===== src/rtl/gpio_port_pkg.sv =====
package gpio_port_pkg;

    typedef enum logic [1:0] {
        SEL_NONE = 2'd0,
        SEL_DATA = 2'd1,
        SEL_DIR  = 2'd2
    } reg_sel_e;

    localparam int DEF_DATA_OFS = 2;
    localparam int DEF_DIR_OFS  = 3;

endpackage


===== src/rtl/gpio_sync.sv =====
module gpio_sync #(
    parameter int W = 8
) (
    input  logic         clk,
    input  logic         rst_n,
    input  logic [W-1:0] pin_i,
    output logic [W-1:0] pin_s
);

    logic [W-1:0] stage1_q;
    logic [W-1:0] stage2_q;

    always_ff @(posedge clk or negedge rst_n) begin
        if (!rst_n) begin
            stage1_q <= '0;
            stage2_q <= '0;
        end else begin
            stage1_q <= pin_i;
            stage2_q <= stage1_q;
        end
    end

    assign pin_s = stage2_q;

    // age counter: the two-edge history check is valid once both stages are filled
    logic [1:0] age_q;
    always_ff @(posedge clk or negedge rst_n) begin
        if (!rst_n)               age_q <= '0;
        else if (age_q != 2'd2)   age_q <= age_q + 2'd1;
    end

    p_sync_delay_r5: assert property (@(posedge clk) disable iff (!rst_n)
        (age_q == 2'd2) |-> (pin_s == $past(pin_i, 2)));

endmodule


===== src/rtl/gpio_regs.sv =====
module gpio_regs
    import gpio_port_pkg::*;
#(
    parameter int               W        = 8,
    parameter int               ADDR_W   = 2,
    parameter logic [W-1:0]     RSVD     = '0,
    parameter int               DATA_OFS = DEF_DATA_OFS,
    parameter int               DIR_OFS  = DEF_DIR_OFS
) (
    input  logic              clk,
    input  logic              rst_n,
    input  logic              wr_en,
    input  logic [ADDR_W-1:0] addr,
    input  logic [W-1:0]      wdata,
    output reg_sel_e          sel,
    output logic [W-1:0]      data_q,
    output logic [W-1:0]      dir_q
);

    localparam logic [ADDR_W-1:0] DATA_A = DATA_OFS[ADDR_W-1:0];
    localparam logic [ADDR_W-1:0] DIR_A  = DIR_OFS[ADDR_W-1:0];
    localparam logic [W-1:0]      IMPL   = ~RSVD;

    always_comb begin
        if (addr == DATA_A)      sel = SEL_DATA;
        else if (addr == DIR_A)  sel = SEL_DIR;
        else                     sel = SEL_NONE;
    end

    always_ff @(posedge clk or negedge rst_n) begin
        if (!rst_n) begin
            data_q <= '0;
            dir_q  <= '0;
        end else if (wr_en) begin
            unique case (sel)
                SEL_DATA: data_q <= wdata & IMPL;
                SEL_DIR:  dir_q  <= wdata & IMPL;
                SEL_NONE: ;
                default:  ;
            endcase
        end
    end

    p_level_latch_r2: assert property (@(posedge clk) disable iff (!rst_n)
        (wr_en && addr == DATA_A) |=> (data_q == ($past(wdata) & IMPL)));

    p_mode_latch_r3: assert property (@(posedge clk) disable iff (!rst_n)
        (wr_en && addr == DIR_A) |=> (dir_q == ($past(wdata) & IMPL)));

    p_other_ofs_r9: assert property (@(posedge clk) disable iff (!rst_n)
        (wr_en && addr != DATA_A && addr != DIR_A) |=> ($stable(data_q) && $stable(dir_q)));

    p_rsvd_store_r8: assert property (@(posedge clk) disable iff (!rst_n)
        ((data_q | dir_q) & RSVD) == '0);

endmodule


===== src/rtl/gpio_pin_mux.sv =====
module gpio_pin_mux #(
    parameter int           W    = 8,
    parameter logic [W-1:0] RSVD = '0
) (
    input  logic [W-1:0] data_q,
    input  logic [W-1:0] dir_q,
    input  logic [W-1:0] pin_s,
    input  logic [W-1:0] ana_sel,
    input  logic [W-1:0] per_sel,
    input  logic [W-1:0] per_oe,
    input  logic [W-1:0] per_out,
    output logic [W-1:0] level_rd,
    output logic [W-1:0] pad_oe,
    output logic [W-1:0] pad_out
);

    for (genvar i = 0; i < W; i++) begin : g_pin
        if (RSVD[i]) begin : g_rsvd
            assign level_rd[i] = 1'b0;
            assign pad_oe[i]   = 1'b0;
            assign pad_out[i]  = 1'b0;
        end else begin : g_impl
            always_comb begin
                if (ana_sel[i]) begin
                    level_rd[i] = 1'b0;
                    pad_oe[i]   = 1'b0;
                    pad_out[i]  = 1'b0;
                end else begin
                    level_rd[i] = dir_q[i] ? data_q[i] : pin_s[i];
                    if (per_sel[i]) begin
                        pad_oe[i]  = per_oe[i];
                        pad_out[i] = per_out[i];
                    end else begin
                        pad_oe[i]  = dir_q[i];
                        pad_out[i] = data_q[i];
                    end
                end
            end
        end
    end

endmodule


===== src/rtl/gpio_port_regs.sv =====
module gpio_port_regs
    import gpio_port_pkg::*;
#(
    parameter int                PORT_W    = 8,
    parameter int                ADDR_W    = 2,
    parameter logic [PORT_W-1:0] RSVD_MASK = '0,
    parameter int                DATA_OFS  = DEF_DATA_OFS,
    parameter int                DIR_OFS   = DEF_DIR_OFS
) (
    input  logic              clk,
    input  logic              rst_n,
    input  logic              wr_en,
    input  logic [ADDR_W-1:0] addr,
    input  logic [PORT_W-1:0] wdata,
    output logic [PORT_W-1:0] rdata,
    input  logic [PORT_W-1:0] pin_in,
    input  logic [PORT_W-1:0] ana_sel,
    input  logic [PORT_W-1:0] per_sel,
    input  logic [PORT_W-1:0] per_oe,
    input  logic [PORT_W-1:0] per_out,
    output logic [PORT_W-1:0] pad_oe,
    output logic [PORT_W-1:0] pad_out
);

    reg_sel_e          sel;
    logic [PORT_W-1:0] data_q;
    logic [PORT_W-1:0] dir_q;
    logic [PORT_W-1:0] pin_s;
    logic [PORT_W-1:0] level_rd;

    gpio_regs #(
        .W        (PORT_W),
        .ADDR_W   (ADDR_W),
        .RSVD     (RSVD_MASK),
        .DATA_OFS (DATA_OFS),
        .DIR_OFS  (DIR_OFS)
    ) u_regs (
        .clk    (clk),
        .rst_n  (rst_n),
        .wr_en  (wr_en),
        .addr   (addr),
        .wdata  (wdata),
        .sel    (sel),
        .data_q (data_q),
        .dir_q  (dir_q)
    );

    gpio_sync #(
        .W (PORT_W)
    ) u_sync (
        .clk   (clk),
        .rst_n (rst_n),
        .pin_i (pin_in),
        .pin_s (pin_s)
    );

    gpio_pin_mux #(
        .W    (PORT_W),
        .RSVD (RSVD_MASK)
    ) u_mux (
        .data_q   (data_q),
        .dir_q    (dir_q),
        .pin_s    (pin_s),
        .ana_sel  (ana_sel),
        .per_sel  (per_sel),
        .per_oe   (per_oe),
        .per_out  (per_out),
        .level_rd (level_rd),
        .pad_oe   (pad_oe),
        .pad_out  (pad_out)
    );

    always_comb begin
        unique case (sel)
            SEL_DATA: rdata = level_rd;
            SEL_DIR:  rdata = dir_q;
            SEL_NONE: rdata = '0;
            default:  rdata = '0;
        endcase
    end

    p_ana_quiet_r7: assert property (@(posedge clk) disable iff (!rst_n)
        ((ana_sel & (pad_oe | pad_out)) == '0));

    p_rsvd_read_r8: assert property (@(posedge clk) disable iff (!rst_n)
        ((rdata | pad_oe | pad_out) & RSVD_MASK) == '0);

endmodule


===== config.mk =====
export PLATFORM = sky130hd
export DESIGN_NAME = gpio_port_regs
export DESIGN_NICKNAME = d
export VERILOG_FILES = /design/src/rtl/gpio_port_pkg.sv /design/src/rtl/gpio_sync.sv /design/src/rtl/gpio_regs.sv /design/src/rtl/gpio_pin_mux.sv /design/src/rtl/gpio_port_regs.sv
export SDC_FILE = /design/constraint.sdc
export NUM_CORES = 1
export LEC_CHECK = 0
export BUFFER_PORTS_ARGS = -buffer_cell sky130_fd_sc_hd__buf_2
export CAP_MARGIN = 10
export CELL_PAD_IN_SITES_DETAIL_PLACEMENT = 1
export CELL_PAD_IN_SITES_GLOBAL_PLACEMENT = 1
export CORE_UTILIZATION = 27
export DETAILED_ROUTE_END_ITERATION = 10
export GPL_TIMING_DRIVEN = 0
export HOLD_SLACK_MARGIN = 0.06
export PLACE_DENSITY_LB_ADDON = 0.2
export SYNTH_ARGS = -nofsm -noshare
export SYNTH_HDL_FRONTEND = slang
export SYNTH_HIERARCHICAL = 1
export SYNTH_SLANG_ARGS = --single-unit

===== constraint.sdc =====
create_clock -name clk -period 2.18 [get_ports clk]
set_input_delay 0.327 -clock clk [delete_from_list [all_inputs] [get_ports clk]]
set_output_delay 0.327 -clock clk [all_outputs]
set_load 0.02 [all_outputs]

# Yosys cells after proc, flatten, opt, wreduce, memory -nomap -nowiden
# Cells that the tools add are included.
[totals]
register_bits = 32
latch_bits = 0
mem_bits_rw = 0
romBits = 0
input_bits = 53
out_inout_bits = 24
word_cells = 61
mem_count = 0
[op_classes]
n_addsub = 0
multipliers = 0
div_mod_pow = 0
magnitude_cmp = 0
eq_ne = 4
shift = 0
n_mux = 51
bitwise = 0
n_reduce_logical = 2
[op_table]
columns = ["cell", "count"]
rows = [
  ["$mux 1", 48],
  ["$pmux 8 s2", 1],
  ["$eq 2x2->1 const B", 3],
  ["$mux 2", 2],
  ["$reduce_and 2->1", 2],
  ["$eq 2x1->1 const B", 1],
]

# Longest topological paths before layout
# Gate-level depths: netlist (run 1).
[logic_depth]
word_depth = 5
ltp_mapped = 6
mapped_depth_nobuf = 5

# Cells and area by module
# Netlist (run 1), hierarchy kept.
[by_module_without_submodules]
columns = ["mod", "n_inst", "cells_each", "area_each_um2", "seq_area_each_um2"]
rows = [
  ["gpio_regs", 1, 36, 630.6, 400.4],
  ["gpio_sync", 1, 16, 400.4, 400.4],
  ["gpio_pin_mux", 1, 48, 330.3, 0.0],
  ["gpio_port_regs", 1, 23, 153.9, 0.0],
]

# Worst setup path after synthesis (run 1)
# No wires, ideal clock.
[synth_timing]
path_kind = "input to output"
from = "input addr[1]"
to = "output rdata[0]"
t_arrival_ns = 1.282
t_required_ns = 1.853
slack_ns = 0.571
path_stages = 5
n_path_buf = 1
path_cell_list = "nor2b_1 -> inv_1 -> ha_1 -> buf_1 -> nor2_1"
[synth_via]
elab_chain_len = 5
elab_cells_between_ends = 7
classes_between = "eq/ne: 4; mux: 3"
[synth_lines]
columns = ["item", "line_no", "source"]
rows = [
  ["start: declaration", "gpio_port_regs.sv:13", "input logic [ADDR_W-1:0] addr,"],
  ["$eq 2x2->1", "gpio_regs.sv:26", "else if (addr == DIR_A) sel = SEL_DIR;"],
  ["$mux 2", "gpio_regs.sv:26", ""],
  ["$mux 2 (*)", "gpio_regs.sv:25", "if (addr == DATA_A) sel = SEL_DATA;"],
  ["$eq 2x2->1 or $eq 2x1->1 (tied branches)", "gpio_port_regs.sv:74", "unique case (sel)"],
  ["$pmux 8 s2 (*)", "gpio_port_regs.sv:74", ""],
  ["end: declaration", "gpio_port_regs.sv:15", "output logic [PORT_W-1:0] rdata,"],
]
# Every way passes the cells marked *; elsewhere a longest branch is shown, timed or not.

# Worst setup path after layout (run 1)
[layout_timing]
from = "input addr[1]"
to = "output rdata[4]"
[layout_via]
elab_cells_between_ends = 7
classes_between = "eq/ne: 4; mux: 3"
[layout_lines]
columns = ["item", "line_no", "source"]
rows = [
  ["$eq 2x2->1 (*)", "gpio_regs.sv:25", ""],
  ["$mux 2 (*)", "gpio_regs.sv:25", ""],
  ["via sel[0]", "gpio_port_regs.sv:25", "reg_sel_e sel;"],
  ["$eq 2x2->1 or $eq 2x1->1 (tied branches)", "gpio_port_regs.sv:74", ""],
  ["$pmux 8 s2 (*)", "gpio_port_regs.sv:74", ""],
]
# The timed path passes the listed nets; every way through them passes the cells marked *.

==> summary.md, run 1 <==
| Metric | Value |
|---|---|
| Hold_buf cts | 0 |
| PwrDens | 736.4 nW/µm² |
| CTS root buf | clkbuf_8 |
| Worst Path Required | 1.85 ns |
| Pleak | 1.081 nW |
| Total number of vias | 1249 |
| Buffers & Inverters on Critical Path | 4 |
| Switch Pwr | 0.0004354 W |
| DR vias/cell | 4.509 |
| Setup Viol. Count Final | 0 |
| Status | completed |
| VDD IR max | 0.2722 mV |
| Initial core utilization | 28.75% |
| Worst-skew pair later-pin latency | 0.28 ns |
| Final Util | 39.34% |
| CP most frequent cell | buf_2 |
| CTS sink cnt | 32 |
| Worst Setup Start Kind | input port |
| Placer Congestion | 0.7481 |
| Post-synth top area share | 52.85% |
| Post-DP HPWL | 3078 µm |
| CTS tree | yes |
| CTS clock-pin slew for the worst setup and hold paths | 0.06 ns |
| Number of nets with antenna violations after routing | 0 |
| Crit share post-route | 92.17% |
| Post-Synth XOR/XNOR Area | 0% |
| TritonCTS buffer count | 5 |
| Routed wire length per instance | 14.38 µm |
| MaxCap Viol Count | 0 |
| Final Hold Vio Count | 0 |
| Htree depth | 2 |
| CP arrival | 1.68 ns |
| Simple-gate portion of the synthesized area | 11.23% |
| Synth cell types | 14 |
| Final slew viol count | 0 |
| Post-synthesis sequential area ratio | 52.85% |
| Ant. Diodes | 0 |
| Largest family of logic cells by synthesized area | multiplexers |
| Average size of a mapped cell | 12.32 µm² |
| Post-synth top area cell | dfrtp_1 |
| Top cells by area, synth | dfrtp_1 (53%), mux2i_1 (16%), mux2_2 (12%) |
| Std-Cell Rows | 26 |
| Final WL | 3984 µm |
| # port buffers | 76 |
| Worst Skew | 0.001920 ns |
| Clock share of power | 30.3% |
| Die height | 76.91 µm |
| Max_slew headroom | 51.86% |
| DRC | 0 |
| Global-route wire length before repair | 6630 µm |
| Core Area | 5270 µm² |
| Fillers | 613 |
| Clk buf depth | 2 |
| Post-CTS Resized | 0 |
| Pint | 0.001091 W |
| Gr usage total | 14.80% |
| Layout cells sized above 1 | 49.76% |
| Logic gate share of total power | 22.1% |
| Number of global-route vias before repair | 1402 |
| I/O pins | 77 |
| YS warnings | 6 |
| Setup TNS | 0 ns |
| Largest net degree at the start of global routing | 33 |
| Cell Area, Synth | 1515 µm² |
| Setup bufs post-CTS | 0 |
| Worst Path Max Fanout | 8 |
| Critical path's top delay family | buffers and inverters |
| CP max stage cell | buf_1 |
| Drt first-iter violations | 20 |
| Worst Tran Pin Value | 0.7222 ns |
| Sw frac | 28.51% |
| Initial DRT Pass Iterations | 3 |
| Post-Synth Adder-Cell Area | 1.652% |
| Total gr overflow | 0 |
| Register bit total from synthesis | 32 |
| Kind of critical path | in2out |
| Synth Net Count | 178 |
| Cells along the critical path | buf_2 > nor2b_1 > inv_1 > ha_1 > buf_1 > nor2_1 > buf_2 |
| Synth Instances | 123 |
| RSZ-0062 raised after global routing | no |
| Post-synthesis mux area share | 27.75% |
| Sequential share of power | 47.6% |
| CP max stage delay | 0.37 ns |
| Post-synthesis compound-gate area fraction | 4.294% |
| Area added between synthesis and finish | 36.83% |
| CP endpoint kind | output port |
| Min-delay worst type | in2async |
| Die width | 76.91 µm |
| Minimum clock period | 2.009 ns |
| NumNets Final | 261 |
| Initial antenna violation count | 0 |
| Die area | 5915 µm² |
| Fmax | 0.4977 GHz |
==> power groups by stage <==
stage | registers, W | clock network (W) | logic (W)
floorplan | 0.000720 | 0 | 0.000211
global placement | 0.000732 | 0 | 0.000328
detailed placement | 0.000739 | 0 | 0.000345
CTS | 0.000728 | 0.000490 | 0.000346
global route | 0.000739 | 0.000507 | 0.000372
finish | 0.000726 | 0.000463 | 0.000338
==> metal layers <==
layer | global-route usage [%] | share of wire (%) | vias up
li1 | - | - | 593
met3 | 3.571 | 5.3 | 9
met5 | 0 | 0 | -
met2 | 28.13 | 55 | 45
met4 | 7.500 | 1.6 | 0
met1 | 14.75 | 38 | 602
==> registers in the layout, summed over array words and instances, names as in the netlist <==
signal / flops
u_sync/stage1_q: 8
u_sync/pin_s: 8
u_regs/dir_q: 8
u_regs/data_q: 8
==> cells in the final DEF, fill, tap and decap left out <==
master and count:
nand3b_4 1, buf_1 1, inv_1 2, nand3_4 1, buf_2 76, dfrtp_1 32
buf_6 2, and2_1 1, mux2i_1 24, a22oi_1 7, a22oi_2 1, ha_1 2
mux2_2 16, clkbuf_8 6, clkbuf_1 2, nor2b_1 1, nor2_1 32
==> layout make-up <==
type | count | area [µm²] | share of cell area (%)
inverter | 2 | 7.507 | 0.3621
sequential | 32 | 800.8 | 38.62
clock buffer | 8 | 90.09 | 4.345
tap | 70 | 87.58 | 4.224
timing repair buffer | 76 | 380.4 | 18.35
buffer | 3 | 26.28 | 1.267
multi-input combinational | 86 | 680.7 | 32.83
==> cells by family after synthesis <==
kind of cell / count (synthesis)
AOI/OAI and AO/OA: 8
adders and majority gates: 2
buffers and inverters: 5
DFF: 32
muxes: 40
and+or+nand+nor: 36
==> per-stage QoR <==
stage / total power, W / instance area [µm²] / std cells / setup WS (ns) / hold slack [ns]
after floorplan: 0.0009301 / 1515 / 123 / 0.5715 / 0.03141
after global placement: 0.001060 / 1983 / 269 / 0.1629 / 0.3329
after detailed placement: 0.001084 / 1983 / 269 / 0.1113 / 0.3370
after CTS: 0.001563 / 2073 / 277 / 0.1042 / 0.1236
after global routing: 0.001618 / 2073 / 277 / 0.05422 / 0.1360
final: 0.001527 / 2073 / 277 / 0.1708 / 0.09561
==> final timing paths <==
| kind | slack, ns | end | start | cells after the start |
|---|---|---|---|---|
| worst max-delay path | 0.17 | rdata[4] | addr[1] | 7 |
| worst min-delay path | 0.1 | u_regs/data_q[7] | rst_n | 1 |
| worst max register to register | 1.36 | u_regs/dir_q[4] | u_regs/dir_q[4] | 1 |
| worst min register to register | 0.35 | u_sync/pin_s[7] | u_sync/stage1_q[7] | 0 |
| max in group asynchronous | 1.61 | u_regs/data_q[3] | rst_n | 1 |
| min in group clk | 0.15 | u_sync/stage1_q[7] | pin_in[7] | 1 |
==> synthesized netlist by cell type (all sizes together) <==
master	n
dfrtp	32
nor2	32
mux2i	24
mux2	16
a22oi	8
buf	3
ha	2
inv	2
and2	1
nand3	1
nand3b	1
nor2b	1
Power figures use the tool's default switching activity.
==> run 2: changes to the inputs <==
--- a/config.mk
+++ b/config.mk
@@ -5,10 +5,12 @@
 export SDC_FILE = /design/constraint.sdc
 export NUM_CORES = 1
 export LEC_CHECK = 0
+export ABC_AREA = 1
 export BUFFER_PORTS_ARGS = -buffer_cell sky130_fd_sc_hd__buf_2
 export CAP_MARGIN = 10
 export CELL_PAD_IN_SITES_DETAIL_PLACEMENT = 1
 export CELL_PAD_IN_SITES_GLOBAL_PLACEMENT = 1
+export CORE_MARGIN = 10
 export CORE_UTILIZATION = 27
 export DETAILED_ROUTE_END_ITERATION = 10
 export GPL_TIMING_DRIVEN = 0
==> run 2 against run 1 <==
Worst hold slack got worse by 0.0015 ns. First-iteration DRC count rose to 3.2 times the previous value. Synthesized cell count rose by 100%. Critical path type unchanged. Critical endpoint is now rdata[7].
==> summary.md, run 2 <==
| Metric | Value |
|---|---|
| Cell Area, Synth | 1785 µm² (+18%) |
| Reg2reg path depth | 2 (+1) |
| # port buffers | 75 (-1.3%) |
| Cells along the critical path | buf_2 > buf_6 > buf_12 > inv_2 > nor2_1 > ha_1 > buf_2 > nand2_1 > a21oi_1 > buf_2 |
| Critical path's top delay family | buffers and inverters |
| Fillers | 856 (+40%) |
| Top FF cell, synth | dfrtp_1 |
| Setup TNS | 0 ns (unchanged) |
| CTS sink cnt | 32 (unchanged) |
| TritonCTS buffer count | 5 (unchanged) |
| Synth cell types | 16 (+2) |
| Drt first-iter violations | 64 (+220%) |
| Fmax | 0.4920 GHz (-1.1%) |
| Synth Net Count | 306 (+72%) |
| Layout cells sized above 1 | 30.30% (-19 points) |
| Max_slew headroom | 52.27% (+0.41 points) |
| Post-synthesis sequential area ratio | 44.85% (-8.0 points) |
| MaxCap Viol Count | 0 (unchanged) |
| Pleak | 1.368 nW (+27%) |
| Setup bufs post-CTS | 0 (unchanged) |
| Cell with the most instances after synthesis | nand2_1 |
| Post-DP HPWL | 4326 µm (+41%) |
| Most frequent cells in the layout | nand2_1 (97), buf_2 (76), nor2_1 (41) |
| Final slew viol count | 0 (unchanged) |
| Area of the multi-input gates | 770.7 µm² (+13%) |
| Number of nets with antenna violations after routing | 0 (unchanged) |
| Gr usage total | 11.05% (-3.7 points) |
| Commonest non-fill, non-tap cell in the layout | nand2_1 |
| Synth Instances | 251 (+100%) |
| Initial DRT Pass Iterations | 4 (+1) |
| CP max stage cell | buf_2 |
| CP max stage delay | 0.23 ns (-0.14 ns) |
| Std-Cell Rows | 29 (+12%) |
| CTS tree | yes |
| Worst-skew pair later-pin latency | 0.28 ns (about the same) |
| Setup WS post-layout | 0.1475 ns (-0.02330 ns) |
| Initial core utilization | 27.96% (-0.79 points) |
| DRC | 0 (unchanged) |
| Worst Tran Pin Value | 0.7160 ns (-0.006202 ns) |
| Placer Congestion | 0.7414 (-0.90%) |
| FF/Latch Area | 800.8 µm² (unchanged) |
| CTS root buf | clkbuf_8 |
| DR vias/cell | 4.424 (-1.9%) |
| Die height | 101.3 µm (+32%) |
| Largest net degree at the start of global routing | 33 (unchanged) |
| CP most frequent cell | buf_2 |
| Min-delay worst type | in2async |
| Flop2flop setup slack | 1.50 ns (+0.14 ns) |
| Area added between synthesis and finish | 30.34% |
| Initial antenna violation count | 1 (+1) |
| Worst Path Required | 1.85 ns (about the same) |
| Dpl ws | -0.08038 ns (-0.1917 ns) |
| Routed wire length per instance | 13.66 µm (-5.0%) |
| Buffers & Inverters on Critical Path | 6 (+2) |
| Top cells by area, synth | dfrtp_1 (45%), nand2_1 (20%), nor2_1 (8.6%) |
| CTS clock-pin slew for the worst setup and hold paths | 0.06 ns (about the same) |
| Post-synth top area share | 44.85% (-8.0 points) |
| Worst Skew | 0.001824 ns (-0.00009565 ns) |
| YS warnings | 6 (unchanged) |
| Overall Power | 0.001468 W (-3.8%) |
| Htree depth | 2 (unchanged) |
| Async SR Flop Fraction | 100.0% (unchanged) |
| Die width | 101.3 µm (+32%) |
| I/O pins | 77 (unchanged) |
| Worst Setup Start Kind | input port |
| Average size of a mapped cell | 7.113 µm² (-42%) |
| Total gr overflow | 0 (unchanged) |
| Total number of vias | 1805 (+45%) |
| Worst Path Max Fanout | 10 (+2) |
| Final WL | 5573 µm (+40%) |
| Post-synth EDFFs | 0 (unchanged) |
| Post-synth top area cell | dfrtp_1 |
| CP arrival | 1.71 ns (+0.03 ns) |
| R2r endpoint | u_regs/dir_q[6] |
| VDD IR max | 0.2694 mV (-1.0%) |
| Setup Viol. Count Final | 0 (unchanged) |
| Minimum clock period | 2.033 ns (+0.02331 ns) |
| NumNets Final | 387 (+48%) |
| Synth top cells by count | nand2_1 (97), nor2_1 (41), inv_1 (35) |
| Final Hold Vio Count | 0 (unchanged) |
| Crit share post-route | 93.24% (+1.1 points) |
| CP endpoint kind | output port |
| Status | completed |
| Register bit total from synthesis | 32 (unchanged) |
| Die area | 10270 µm² (+74%) |
| Global-route wire length before repair | 9156 µm (+38%) |
| Worst r2r src | u_regs/dir_q[6] |
| Number of global-route vias before repair | 1955 (+39%) |
| Clk buf depth | 2 (unchanged) |
| PwrDens | 631.0 nW/µm² (-14%) |
| Core Area | 6386 µm² (+21%) |
| Kind of critical path | in2out |
| Final Util | 36.44% (-2.9 points) |
-- run 2: cell count changes in the layout (fill, tap and decap cells not counted), sizes merged, moves of 8 or more --
| cell | before | now |
|---|---|---|
| nand4 | 0 | 16 |
| inv | 2 | 37 |
| nand2 | 0 | 97 |
| mux2 | 16 | 0 |
| mux2i | 24 | 0 |
| a21oi | 0 | 8 |
| a22oi | 8 | 0 |
| nor2 | 32 | 49 |
-- run 2: timing repair --
item | 4_1_cts | 5_1_grt
hold buffers | 0 | 0
endpoints found under the setup margin | 8 | 8
resized for setup | 0 | 2
-- run 2: how the worst max path moves through the flow --
stage               startpoint       end  cells past startpoint
CTS                    addr[1]  rdata[4]                      9
finish                 addr[1]  rdata[7]                     10
detailed placement     addr[1]  rdata[4]                     10
global placement       addr[1]  rdata[4]                     10
global route           addr[1]  rdata[2]                     11
floorplan              addr[1]  rdata[0]                      8
-- run 2: logic make-up after synthesis --
logic type | share of synthesized area [%]
AOI/OAI and AO/OA | 2.243
adders and majority gates | 1.401
buffers and inverters | 12.12
DFF | 44.85
and+or+nand+nor | 39.38
-- run 2: through the flow --
step | std cells | hold WS, ns | cell area [µm²]
detailed placement | 403 | 0.3362 | 2257
global route | 408 | 0.1366 | 2327
CTS | 407 | 0.1302 | 2322
finish | 408 | 0.09413 | 2327
global placement | 403 | 0.3319 | 2257
floorplan | 251 | 0.03141 | 1785
-- run 2: final cells by class --
| cell class | count | share of cell area, % |
|---|---|---|
| Clock buffer | 5 | 2.957 |
| Antenna cell | 1 | 0.1075 |
| Buffer | 7 | 3.172 |
| Sequential cell | 32 | 34.41 |
| Tap cell | 77 | 4.140 |
| Inverter | 37 | 5.968 |
| Timing Repair Buffer | 75 | 16.13 |
| Multi-Input combinational cell | 174 | 33.12 |
-- run 2: routing by layer --
layer,global-route usage [%],vias up,share of wire [%]
met5,0,-,0
met4,3.537,0,0.99
met3,4.425,6,8.3
met2,18.60,54,47
met1,12.49,827,43
li1,-,918,-
-- run 2: power by group --
group | switching [W] | total [W] | internal (W)
sequential | 0.0000553 | 0.000712 | 0.000657
combinational | 0.000214 | 0.000354 | 0.000140
clock | 0.000198 | 0.000403 | 0.000205
total | 0.000466 | 0.00147 | 0.00100
